--- config.mk ---
export PLATFORM = sky130hd
export DESIGN_NAME = cfg_bar_router
export DESIGN_NICKNAME = d
export VERILOG_FILES = /design/src/rtl/cfg_route_pkg.sv /design/src/rtl/cfg_route_dp.sv /design/src/rtl/cfg_route_ctl.sv /design/src/rtl/cfg_bar_router.sv
export SDC_FILE = /design/constraint.sdc
export NUM_CORES = 1
export LEC_CHECK = 0
export ABC_AREA = 1
export BUFFER_PORTS_ARGS = -buffer_cell sky130_fd_sc_hd__buf_2
export CELL_PAD_IN_SITES_DETAIL_PLACEMENT = 1
export CELL_PAD_IN_SITES_GLOBAL_PLACEMENT = 1
export CORE_AREA = 5 5 199 201
export CTS_CLUSTER_SIZE = 28
export DETAILED_ROUTE_END_ITERATION = 8
export DIE_AREA = 0 0 204 206
export HOLD_SLACK_MARGIN = 0.06
export PLACE_DENSITY = 0.92
export SLEW_MARGIN = 20
export SYNTH_ARGS = -nofsm -noshare
export SYNTH_HDL_FRONTEND = slang
export SYNTH_SLANG_ARGS = --single-unit
--- constraint.sdc ---
create_clock -name clk -period 5.6 [get_ports clk]
set_input_delay 0.28 -clock clk [delete_from_list [all_inputs] [get_ports clk]]
set_output_delay 0.28 -clock clk [all_outputs]
set_load 0.005 [all_outputs]
--- src/rtl/cfg_route_pkg.sv ---
package cfg_route_pkg;
  localparam int FN_PER_SLOT = 8;
  localparam int IO_W        = 16;

  typedef enum logic [1:0] {
    KIND_MEM = 2'd0,
    KIND_IO  = 2'd1,
    KIND_CFG = 2'd2,
    KIND_RSV = 2'd3
  } kind_e;

  typedef enum logic [2:0] {
    ST_IDLE, ST_ROUTE, ST_SLOT, ST_WAIT, ST_DONE
  } state_e;

  // Control strobes from the sequencer to the datapath
  typedef struct packed {
    logic capture;
    logic cntClr;
    logic cntInc;
    logic selOn;
    logic loadSlot;
    logic loadOnes;
  } ctl_strobe_t;

  // Status returned from the datapath
  typedef struct packed {
    logic hit;
    logic isCfg;
    logic cntDone;
    logic ackSeen;
  } dp_status_t;
endpackage

--- src/rtl/cfg_route_dp.sv ---
module cfg_route_dp
  import cfg_route_pkg::*;
#(
  parameter int NUM_SLOTS = 4,
  parameter int ADDR_W    = 32,
  parameter int DATA_W    = 32,
  parameter int TIMEOUT   = 16
) (
  input  logic                           clk,
  input  logic                           rstN,
  input  ctl_strobe_t                    st,
  output dp_status_t                     sts,
  input  logic [1:0]                     reqKind,
  input  logic [ADDR_W-1:0]              reqAddr,
  input  logic                           reqWrite,
  input  logic [DATA_W-1:0]              reqWdata,
  input  logic [DATA_W/8-1:0]            reqBe,
  input  logic [NUM_SLOTS*FN_PER_SLOT-1:0] slotPresent,
  input  logic [NUM_SLOTS*ADDR_W-1:0]    winBase,
  input  logic [NUM_SLOTS*ADDR_W-1:0]    winLimit,
  input  logic [NUM_SLOTS-1:0]           winIo,
  input  logic [NUM_SLOTS-1:0]           slotAck,
  input  logic [DATA_W-1:0]              slotRdata,
  output logic [NUM_SLOTS-1:0]           slotSel,
  output logic [1:0]                     slotKind,
  output logic [ADDR_W-1:0]              slotAddr,
  output logic [2:0]                     slotFunc,
  output logic [7:0]                     slotReg,
  output logic                           slotWrite,
  output logic [DATA_W-1:0]              slotWdata,
  output logic [DATA_W/8-1:0]            slotBe,
  output logic [DATA_W-1:0]              rspRdata
);
  localparam int CNT_W = $clog2(TIMEOUT + 1);
  localparam int BE_W  = DATA_W / 8;

  logic [1:0]        kindQ;
  logic [ADDR_W-1:0] addrQ;
  logic              writeQ;
  logic [DATA_W-1:0] wdataQ;
  logic [BE_W-1:0]   beQ;
  logic [CNT_W-1:0]  cntQ;
  logic [DATA_W-1:0] rdataQ;

  always_ff @(posedge clk) begin
    if (!rstN) begin
      kindQ  <= '0;
      addrQ  <= '0;
      writeQ <= 1'b0;
      wdataQ <= '0;
      beQ    <= '0;
    end else if (st.capture) begin
      kindQ  <= reqKind;
      addrQ  <= reqAddr;
      writeQ <= reqWrite;
      wdataQ <= reqWdata;
      beQ    <= reqBe;
    end
  end

  logic [4:0] devNum;
  logic [2:0] funcNum;
  logic       isMem, isIo, isCfg;
  logic [ADDR_W-1:0] cmpAddr;

  assign devNum  = addrQ[15:11];
  assign funcNum = addrQ[10:8];
  assign isMem   = kindQ == KIND_MEM;
  assign isIo    = kindQ == KIND_IO;
  assign isCfg   = kindQ == KIND_CFG;
  assign cmpAddr = isIo ? {{(ADDR_W-IO_W){1'b0}}, addrQ[IO_W-1:0]} : addrQ;

  logic [NUM_SLOTS-1:0] cfgHit, winHit;

  for (genvar i = 0; i < NUM_SLOTS; i++) begin : g_slot
    logic [FN_PER_SLOT-1:0] presRow;
    logic [ADDR_W-1:0]      lo, hi;
    logic                   kindOk;
    assign presRow   = slotPresent[i*FN_PER_SLOT +: FN_PER_SLOT];
    assign lo        = winBase[i*ADDR_W +: ADDR_W];
    assign hi        = winLimit[i*ADDR_W +: ADDR_W];
    assign kindOk    = (isMem && !winIo[i]) || (isIo && winIo[i]);
    assign cfgHit[i] = (devNum == 5'(i)) && presRow[0] && presRow[funcNum];
    assign winHit[i] = kindOk && (cmpAddr >= lo) && (cmpAddr <= hi);
  end

  // Lowest-numbered claiming window wins
  logic [NUM_SLOTS-1:0] winPick;
  always_comb begin
    winPick = '0;
    for (int i = NUM_SLOTS - 1; i >= 0; i--) begin
      if (winHit[i]) winPick = NUM_SLOTS'(1) << i;
    end
  end

  logic [NUM_SLOTS-1:0] hitVec;
  assign hitVec = isCfg ? cfgHit : winPick;

  always_ff @(posedge clk) begin
    if (!rstN)          cntQ <= '0;
    else if (st.cntClr) cntQ <= '0;
    else if (st.cntInc) cntQ <= cntQ + 1'b1;
  end

  always_ff @(posedge clk) begin
    if (!rstN)            rdataQ <= '0;
    else if (st.loadSlot) rdataQ <= slotRdata;
    else if (st.loadOnes) rdataQ <= '1;
  end

  assign sts.hit     = |hitVec;
  assign sts.isCfg   = isCfg;
  assign sts.cntDone = cntQ == CNT_W'(TIMEOUT - 1);
  assign sts.ackSeen = |(slotAck & hitVec);

  assign slotSel   = st.selOn ? hitVec : '0;
  assign slotKind  = kindQ;
  assign slotAddr  = cmpAddr;
  assign slotFunc  = funcNum;
  assign slotReg   = addrQ[7:0];
  assign slotWrite = writeQ;
  assign slotWdata = wdataQ;
  assign slotBe    = beQ;
  assign rspRdata  = rdataQ;
endmodule

--- src/rtl/cfg_route_ctl.sv ---
module cfg_route_ctl
  import cfg_route_pkg::*;
(
  input  logic        clk,
  input  logic        rstN,
  input  logic        reqValid,
  input  dp_status_t  sts,
  output ctl_strobe_t st,
  output logic        reqReady,
  output logic        rspValid
);
  state_e stateQ, stateD;

  always_ff @(posedge clk) begin
    if (!rstN) stateQ <= ST_IDLE;
    else       stateQ <= stateD;
  end

  always_comb begin
    stateD = stateQ;
    st     = '0;
    unique case (stateQ)
      ST_IDLE: begin
        if (reqValid) begin
          st.capture = 1'b1;
          stateD     = ST_ROUTE;
        end
      end
      ST_ROUTE: begin
        st.cntClr = 1'b1;
        if (sts.hit)        stateD = ST_SLOT;
        else if (sts.isCfg) begin
          st.loadOnes = 1'b1;
          stateD      = ST_DONE;
        end else            stateD = ST_WAIT;
      end
      ST_SLOT: begin
        st.selOn = 1'b1;
        if (sts.ackSeen) begin
          st.loadSlot = 1'b1;
          stateD      = ST_DONE;
        end else if (sts.cntDone) begin
          st.loadOnes = 1'b1;
          stateD      = ST_DONE;
        end else st.cntInc = 1'b1;
      end
      ST_WAIT: begin
        if (sts.cntDone) begin
          st.loadOnes = 1'b1;
          stateD      = ST_DONE;
        end else st.cntInc = 1'b1;
      end
      ST_DONE: stateD = ST_IDLE;
      default: stateD = ST_IDLE;
    endcase
  end

  assign reqReady = stateQ == ST_IDLE;
  assign rspValid = stateQ == ST_DONE;
endmodule

--- src/rtl/cfg_bar_router.sv ---
module cfg_bar_router
  import cfg_route_pkg::*;
#(
  parameter int NUM_SLOTS = 4,
  parameter int ADDR_W    = 32,
  parameter int DATA_W    = 32,
  parameter int TIMEOUT   = 16
) (
  input  logic                             clk,
  input  logic                             rstN,
  input  logic                             reqValid,
  output logic                             reqReady,
  input  logic [1:0]                       reqKind,
  input  logic [ADDR_W-1:0]                reqAddr,
  input  logic                             reqWrite,
  input  logic [DATA_W-1:0]                reqWdata,
  input  logic [DATA_W/8-1:0]              reqBe,
  output logic                             rspValid,
  output logic [DATA_W-1:0]                rspRdata,
  input  logic [NUM_SLOTS*8-1:0]           slotPresent,
  input  logic [NUM_SLOTS*ADDR_W-1:0]      winBase,
  input  logic [NUM_SLOTS*ADDR_W-1:0]      winLimit,
  input  logic [NUM_SLOTS-1:0]             winIo,
  output logic [NUM_SLOTS-1:0]             slotSel,
  output logic [1:0]                       slotKind,
  output logic [ADDR_W-1:0]                slotAddr,
  output logic [2:0]                       slotFunc,
  output logic [7:0]                       slotReg,
  output logic                             slotWrite,
  output logic [DATA_W-1:0]                slotWdata,
  output logic [DATA_W/8-1:0]              slotBe,
  input  logic [NUM_SLOTS-1:0]             slotAck,
  input  logic [DATA_W-1:0]                slotRdata
);
  ctl_strobe_t st;
  dp_status_t  sts;

  cfg_route_ctl u_ctl (
    .clk      (clk),
    .rstN     (rstN),
    .reqValid (reqValid),
    .sts      (sts),
    .st       (st),
    .reqReady (reqReady),
    .rspValid (rspValid)
  );

  cfg_route_dp #(
    .NUM_SLOTS (NUM_SLOTS),
    .ADDR_W    (ADDR_W),
    .DATA_W    (DATA_W),
    .TIMEOUT   (TIMEOUT)
  ) u_dp (
    .clk         (clk),
    .rstN        (rstN),
    .st          (st),
    .sts         (sts),
    .reqKind     (reqKind),
    .reqAddr     (reqAddr),
    .reqWrite    (reqWrite),
    .reqWdata    (reqWdata),
    .reqBe       (reqBe),
    .slotPresent (slotPresent),
    .winBase     (winBase),
    .winLimit    (winLimit),
    .winIo       (winIo),
    .slotAck     (slotAck),
    .slotRdata   (slotRdata),
    .slotSel     (slotSel),
    .slotKind    (slotKind),
    .slotAddr    (slotAddr),
    .slotFunc    (slotFunc),
    .slotReg     (slotReg),
    .slotWrite   (slotWrite),
    .slotWdata   (slotWdata),
    .slotBe      (slotBe),
    .rspRdata    (rspRdata)
  );
endmodule

Word level (Yosys, flattened, before mapping)
Cells that the tools add are included.
Word-level totals
  register bits: 111
  word-level logic and storage cells: 106
Cells by class
  equal/unequal tests: 11
  order comparisons: 9
  muxes and demuxes: 36
  reduce and logical (&&, ||, !) cells: 39
  add/subtract/negate cells: 1
  bitwise logic cells: 2
Operators with widths (count)
  32-bit greater-or-equal comparator: 4
  32-bit <= comparator: 4
  32-bit two-way mux: 3
  1-bit logical AND: 24
  4-bit two-way mux: 6
  3-bit two-way mux: 5
  1-bit two-way mux: 14
  1-bit binary-select mux with 3-bit select: 4
  3-bit case mux with 4 select lines: 1
  5-bit by 2-bit == test with 1-bit output (second input constant): 2
  4-bit OR reduction: 2
  3-bit by 2-bit == test with 1-bit output (second input constant): 2
  5-bit by 1-bit adder with 5-bit output (second input constant): 1
  5-bit by 1-bit == test with 1-bit output (second input constant): 1
  5-bit by 4-bit == test with 1-bit output (second input constant): 1
  5-bit zero test: 1
  4-bit bitwise AND: 1
  1-bit zero test: 4
  1-bit logical OR: 4
  3-bit by 4-bit less-than comparator with 1-bit output (second input constant): 1
  3-bit by 1-bit == test with 1-bit output (second input constant): 1
  3-bit == test (second input constant): 1
  3-bit zero test: 1
  1-bit case mux with 3 select lines: 1
  9 further kinds: 9

Logic depth before layout (Yosys ltp)
  word-level depth: 16
  mapped depth: 28
  gate-level depth less buffers: 27

Hierarchy
From an unflattened synthesis, not the netlist that was laid out.
Unflattened totals
  cells, all modules: 1780
  area total of the unflattened synthesis: 11758.8 sq um
Modules (own cells, without submodules)
  cfg_route_dp: instances 1, sequential area each 2162.1 sq um, cells each 1735, area each 11511.0 sq um
  cfg_route_ctl: instances 1, sequential area each 60.1 sq um, cells each 45, area each 247.7 sq um

Worst setup path after synthesis
No wires, ideal clock.
  path type: flip-flop to flip-flop
  start point: register u_dp.kindQ[0], in the netlist u_dp.slotKind[0]
  end point: register u_dp.rdataQ[23], in the netlist u_dp.rspRdata[23]
  setup time: 0.109 ns
  arrival time: 3.237 ns
  setup slack: 2.254 ns
  path buffers: 2
  required time: 5.491 ns
  stages on the path, launching flop included: 24
  cells stage by stage: dfxtp_1 -> inv_1 -> nor2_1 -> clkbuf_1 -> nor2_1 -> ha_1 -> nand2_1 -> nor2_1 -> nand4_1 -> nor3_2 -> nand4_1 -> nand2_2 -> nand3_4 -> nand2_2 -> nand2_2 -> nand2_2 -> nand2_2 -> nor2_4 -> nand3_2 -> nand2_4 -> buf_8 -> nand3_2 -> nand2_1 -> inv_1
Between the ends
  longest elaborated chain between the ends: 15
  elaborated cells on any way between the ends: 48
  classes of those cells: order compare: 8; eq/ne: 2; mux: 13; bitwise: 1; reduce/logical: 24
Ends and longest elaborated chain
  start, declared: line cfg_route_dp.sv:37  | logic [1:0] kindQ;
  start signal, assigned: line cfg_route_dp.sv:53  | kindQ <= reqKind;
  2-bit by 1-bit == test with 1-bit output *: line cfg_route_dp.sv:69  | assign isIo = kindQ == KIND_IO;
  32-bit two-way mux *: line cfg_route_dp.sv:71  | assign cmpAddr = isIo ? {{(ADDR_W-IO_W){1'b0}}, addrQ[IO_W-1:0]} : addrQ;
  net slotAddr[31]: line cfg_bar_router.sv:26  | output logic [ADDR_W-1:0] slotAddr,
  32-bit greater-or-equal comparator: line cfg_route_dp.sv:84  | assign winHit[i] = kindOk && (cmpAddr >= lo) && (cmpAddr <= hi);
  1-bit logical AND (2 in series): line cfg_route_dp.sv:84
  4-bit two-way mux (3 in series): line cfg_route_dp.sv:92  | if (winHit[i]) winPick = NUM_SLOTS'(1) << i;
  4-bit two-way mux *: line cfg_route_dp.sv:92
  4-bit two-way mux *: line cfg_route_dp.sv:97  | assign hitVec = isCfg ? cfgHit : winPick;
  4-bit bitwise AND: line cfg_route_dp.sv:114  | assign sts.ackSeen = |(slotAck & hitVec);
  4-bit OR reduction: line cfg_route_dp.sv:114
  1-bit two-way mux: line cfg_route_ctl.sv:39  | if (sts.ackSeen) begin
  1-bit case mux with 3 select lines or 2-bit two-way mux (tied branches): line cfg_route_ctl.sv:22  | unique case (stateQ)
  2-bit nonzero test (no line) or 32-bit two-way mux (tied branches)
  end signal, assigned: line cfg_route_dp.sv:107  | else if (st.loadSlot) rdataQ <= slotRdata;
  end, declared: line cfg_route_dp.sv:43  | logic [DATA_W-1:0] rdataQ;
Mark *: on every way through the listed nets, which the timed path passes. The rest lies on a longest branch.
A chain may end at the register's enable or synchronous reset.

Worst setup path after layout
  start point: register u_dp.kindQ[0], in the netlist u_dp.slotKind[0]
  end point: register u_dp.rdataQ[0], in the netlist u_dp.rspRdata[0]
Between the ends
  longest elaborated chain between the ends: 15
  elaborated cells on any way between the ends: 48
  classes of those cells: order compare: 8; eq/ne: 2; mux: 13; bitwise: 1; reduce/logical: 24
Ends and longest elaborated chain (line)
  2-bit by 1-bit == test with 1-bit output or 2-bit zero test (tied branches): cfg_route_dp.sv:69, cfg_route_dp.sv:68
  32-bit two-way mux or 1-bit logical AND (tied branches): cfg_route_dp.sv:71, cfg_route_dp.sv:82
  32-bit greater-or-equal comparator or 1-bit logical OR (tied branches): cfg_route_dp.sv:84, cfg_route_dp.sv:82
  1-bit logical AND (2 in series): cfg_route_dp.sv:84
  4-bit two-way mux (4 in series): cfg_route_dp.sv:92
  4-bit two-way mux: cfg_route_dp.sv:97
  4-bit bitwise AND: cfg_route_dp.sv:114
  4-bit OR reduction: cfg_route_dp.sv:114
  1-bit two-way mux: cfg_route_ctl.sv:39
  1-bit case mux with 3 select lines or 2-bit two-way mux (tied branches): cfg_route_ctl.sv:22
  2-bit nonzero test (no line) or 32-bit two-way mux (tied branches)
Several ways; a longest one is shown, not always the timed one.

==> metrics.yaml <==
outcome: "finished, final reports clean"
worst_pin_slew_ns: 1.14
dp_slack_ns: 1.27
ys_ff_latch: 111
numCtsBuffers: 9
drive_above_1_share: 0.270
grt_start_max_net_pins: 96
fmax_mhz: 227
setup_slack_ns: 1.19
power_density_nw_per_um2: 327
dpl.cell_count: 2936
drv_cap: 0
cts.sinks: 111
layoutNonFillerInstCount: 2963
syn2layout_area_growth_pct: 24.1
grt_pass1_wl_um: 83000
setup_tns_ns: 0
rr_worst_depth: 23
ioPinCount: 522
finalSetupViolCount: 0
drt_iter0_markers: 588
viasPerCell: 5.00
grt_overflow: 0
async_flop_share: 0
clockBufferDepth: 2
synthesis.nets: 2622
dieArea_um2: 42000
drc: 0
antenna_found_initial: 11
die_height_um: 206
rows: 71
wl_per_cell_um: 18.7
initial_core_util: 0.347
route.vias.total: 14800
postCtsResizedCells: 0
synth_edf_count: 0
holdPathStages: 3
end_kind: "register"
synth.distinct_cells: 45
pwr-share-clk: 0.125
min_path_type: "in2reg"
first_pass_iters: 5
slew_violations: 0
dp_hpwl_um: 46500
p_switching_mw: 2.73
totalWireLength_um: 55400
swShare: 0.518
fin_skew_ns: 0.0121
cp_data_required_time_ns: 5.86
grt_usage: 0.248
rsz0062_at_grt: "no"
yosysWarnings: 0
path_max_fanout: 33
nNetsFinal: 3088
htree_num_levels: 3
grt_pass1_vias: 16100
critPathKind: "reg2reg"
synth_cells: 1970
ys_seq_area_frac: 0.171
ctsHoldBuffers: 0
slew_headroom: 0.236
drtAntennaViolNets: 0
cts_setup_buffers: 0
power.internal_mw: 2.54
design.core.area_um2: 37400
power_frac_seq: 0.249
cts-root-buf: "clkbuf_16"
ir_drop_v: 0.000300
cellLeakagePower_nw: 10.3
portBuffers: 521
gp_routability_congestion: 0.944
cts_tree: "done"
hold_viol: 0
combPwrFrac: 0.626
synth_ff_type: "dfxtp_1"
insertion_delay_ns: 0.36
min_period_ns: 4.41
synth_area_um2: 13000
path_clk_slew_ns: 0.08
die_w_um: 204
cp-start-kind: "register"
hold_slack_ns: 0.183
timing.final.crit_share: 0.788
syn_avg_cell_area_um2: 6.59
cp.arrival_ns: 4.68
-- power groups by stage --
| stage | Combinational, mW | Clock (mW) | Sequential, mW |
|---|---|---|---|
| after floorplan | 2.23 | 0 | 1.22 |
| after global placement | 3.06 | 0 | 1.31 |
| after detailed placement | 3.29 | 0 | 1.32 |
| after CTS | 3.31 | 0.682 | 1.31 |
| after global routing | 3.70 | 0.709 | 1.33 |
| final | 3.30 | 0.660 | 1.31 |
-- state kept, by name, indices dropped and copies added (netlist names) --
name	count
u_dp.cntQ	5
u_dp.slotBe	4
u_dp.slotWrite	1
u_dp.slotKind	2
u_ctl.stateQ	3
u_dp.slotWdata	32
u_dp.addrQ	32
u_dp.rspRdata	32
-- area by class of cell --
class	instances	area, um2
Clock inverter	7	75.1
Tap cell	511	639
Sequential cell	111	2220
Fill cell	5076	21300
Timing Repair Buffer	531	2680
Multi-Input combinational cell	1289	8380
Antenna cell	11	27.5
Clock buffer	9	225
Inverter	494	1850
-- worst max-delay path, stage by stage (launching register included) --
cell and delay, ns:
dfxtp_1 0.37, inv_1 0.09, nor2_1 0.04, buf_4 0.19, nor2_1 0.79, ha_1 0.42, nand2_1 0.08, inv_1 0.04
o21ai_0 0.15, nand2_1 0.08, a41oi_1 0.33, nand2_1 0.11, nor2_1 0.11, nor2_1 0.06, nor2_2 0.20, nand2_1 0.09
nor2_1 0.16, nor2_2 0.07, nand3_2 0.10, nand2_2 0.06, nand2_4 0.42, nand3_1 0.19, nand2_1 0.10, inv_1 0.04
-- cell usage after synthesis (2+ instances only) --
cell / number / share of area
a21o_1: 10 / 0.0058
a21oi_1: 179 / 0.069
nor2_1: 121 / 0.035
o21bai_1: 7 / 0.0040
nand3_4: 3 / 0.0040
o221ai_1: 2 / 0.0013
buf_2: 5 / 0.0019
nand3b_1: 2 / 0.0012
clkinv_1: 29 / 0.0084
buf_8: 3 / 0.0035
nor4_1: 2 / 0.00096
clkbuf_1: 29 / 0.0084
buf_6: 4 / 0.0035
o21ai_0: 61 / 0.024
nand4_1: 33 / 0.016
nand3_2: 69 / 0.053
dfxtp_1: 111 / 0.17
xor2_1: 2 / 0.0013
nor3_2: 5 / 0.0039
inv_1: 461 / 0.13
a21oi_2: 2 / 0.0013
nand2_1: 396 / 0.11
nand3_1: 90 / 0.035
a211oi_1: 8 / 0.0046
inv_2: 4 / 0.0012
nand4_2: 3 / 0.0029
o211ai_1: 2 / 0.0012
nor3_1: 9 / 0.0035
nand2_2: 10 / 0.0048
o21a_1: 5 / 0.0029
nor3b_1: 2 / 0.0012
nand2_4: 5 / 0.0043
buf_4: 29 / 0.017
buf_12: 5 / 0.0077
ha_1: 250 / 0.24
nor2_2: 3 / 0.0014
-- layout by cell type (no fill, tap or decap), types with 2 or more instances in the layout --
master	netlist	layout
dfxtp_1	111	111
xor2_1	2	2
inv_6	0	3
nand4_1	33	33
nor2_1	121	120
nor4_1	2	2
ha_1	250	250
nand3_2	69	69
a21o_1	10	10
o21bai_1	7	7
clkbuf_16	0	9
a211oi_1	8	8
nor3b_1	2	2
clkinv_1	29	30
o21ai_0	61	61
o211ai_1	2	2
nand3_4	3	3
nand3b_1	2	2
clkinv_8	0	2
a21oi_2	2	2
o221ai_1	2	2
o21a_1	5	5
nand2_2	10	10
buf_2	5	521
nand2_4	5	6
nor2_4	1	2
a21oi_1	179	179
nand2_1	396	395
inv_2	4	4
nand4_2	3	3
nor3_2	5	6
inv_1	461	460
buf_4	29	10
nor2_2	3	3
nor3_1	9	8
nand3_1	90	90
diode_2	0	11
-- final timing paths --
path                     startpoint            endpoint  slack (ns)
setup reg to reg   u_dp.slotKind[0]    u_dp.rspRdata[0]        1.19
hold reg to reg   u_dp.slotWdata[1]   u_dp.slotWdata[1]        0.47
hold / removal         reqWdata[12]  u_dp.slotWdata[12]        0.18
setup / recovery   u_dp.slotKind[0]    u_dp.rspRdata[0]        1.19
-- metal layers --
| metal | part of all wire | track usage | routed length [um] |
|---|---|---|---|
| met3 | 0.051 | 0.0366 | 2830 |
| met4 | 0.043 | 0.103 | 2370 |
| met5 | 0.00054 | 0 | 30 |
| met1 | 0.40 | 0.281 | 22200 |
| met2 | 0.51 | 0.464 | 28000 |
-- logic make-up after synthesis --
family                   after synthesis  share of synthesized area
adder cells (fa/ha/maj)              250                      0.241
flip-flops                           111                      0.171
AND/OR/NAND/NOR                      755                      0.283
XOR/XNOR                               2                    0.00135
buffers and inverters                570                      0.185
AO/OA/AOI/OAI                        282                      0.119
-- stage by stage --
step,util,instance area [um2],total power [mW]
finish,0.431,16100,5.27
global route,0.430,16100,5.75
CTS,0.430,16100,5.30
detailed placement,0.422,15800,4.61
global placement,0.422,15800,4.37
floorplan,-,13000,3.45
(Power assumes the default switching activity.)
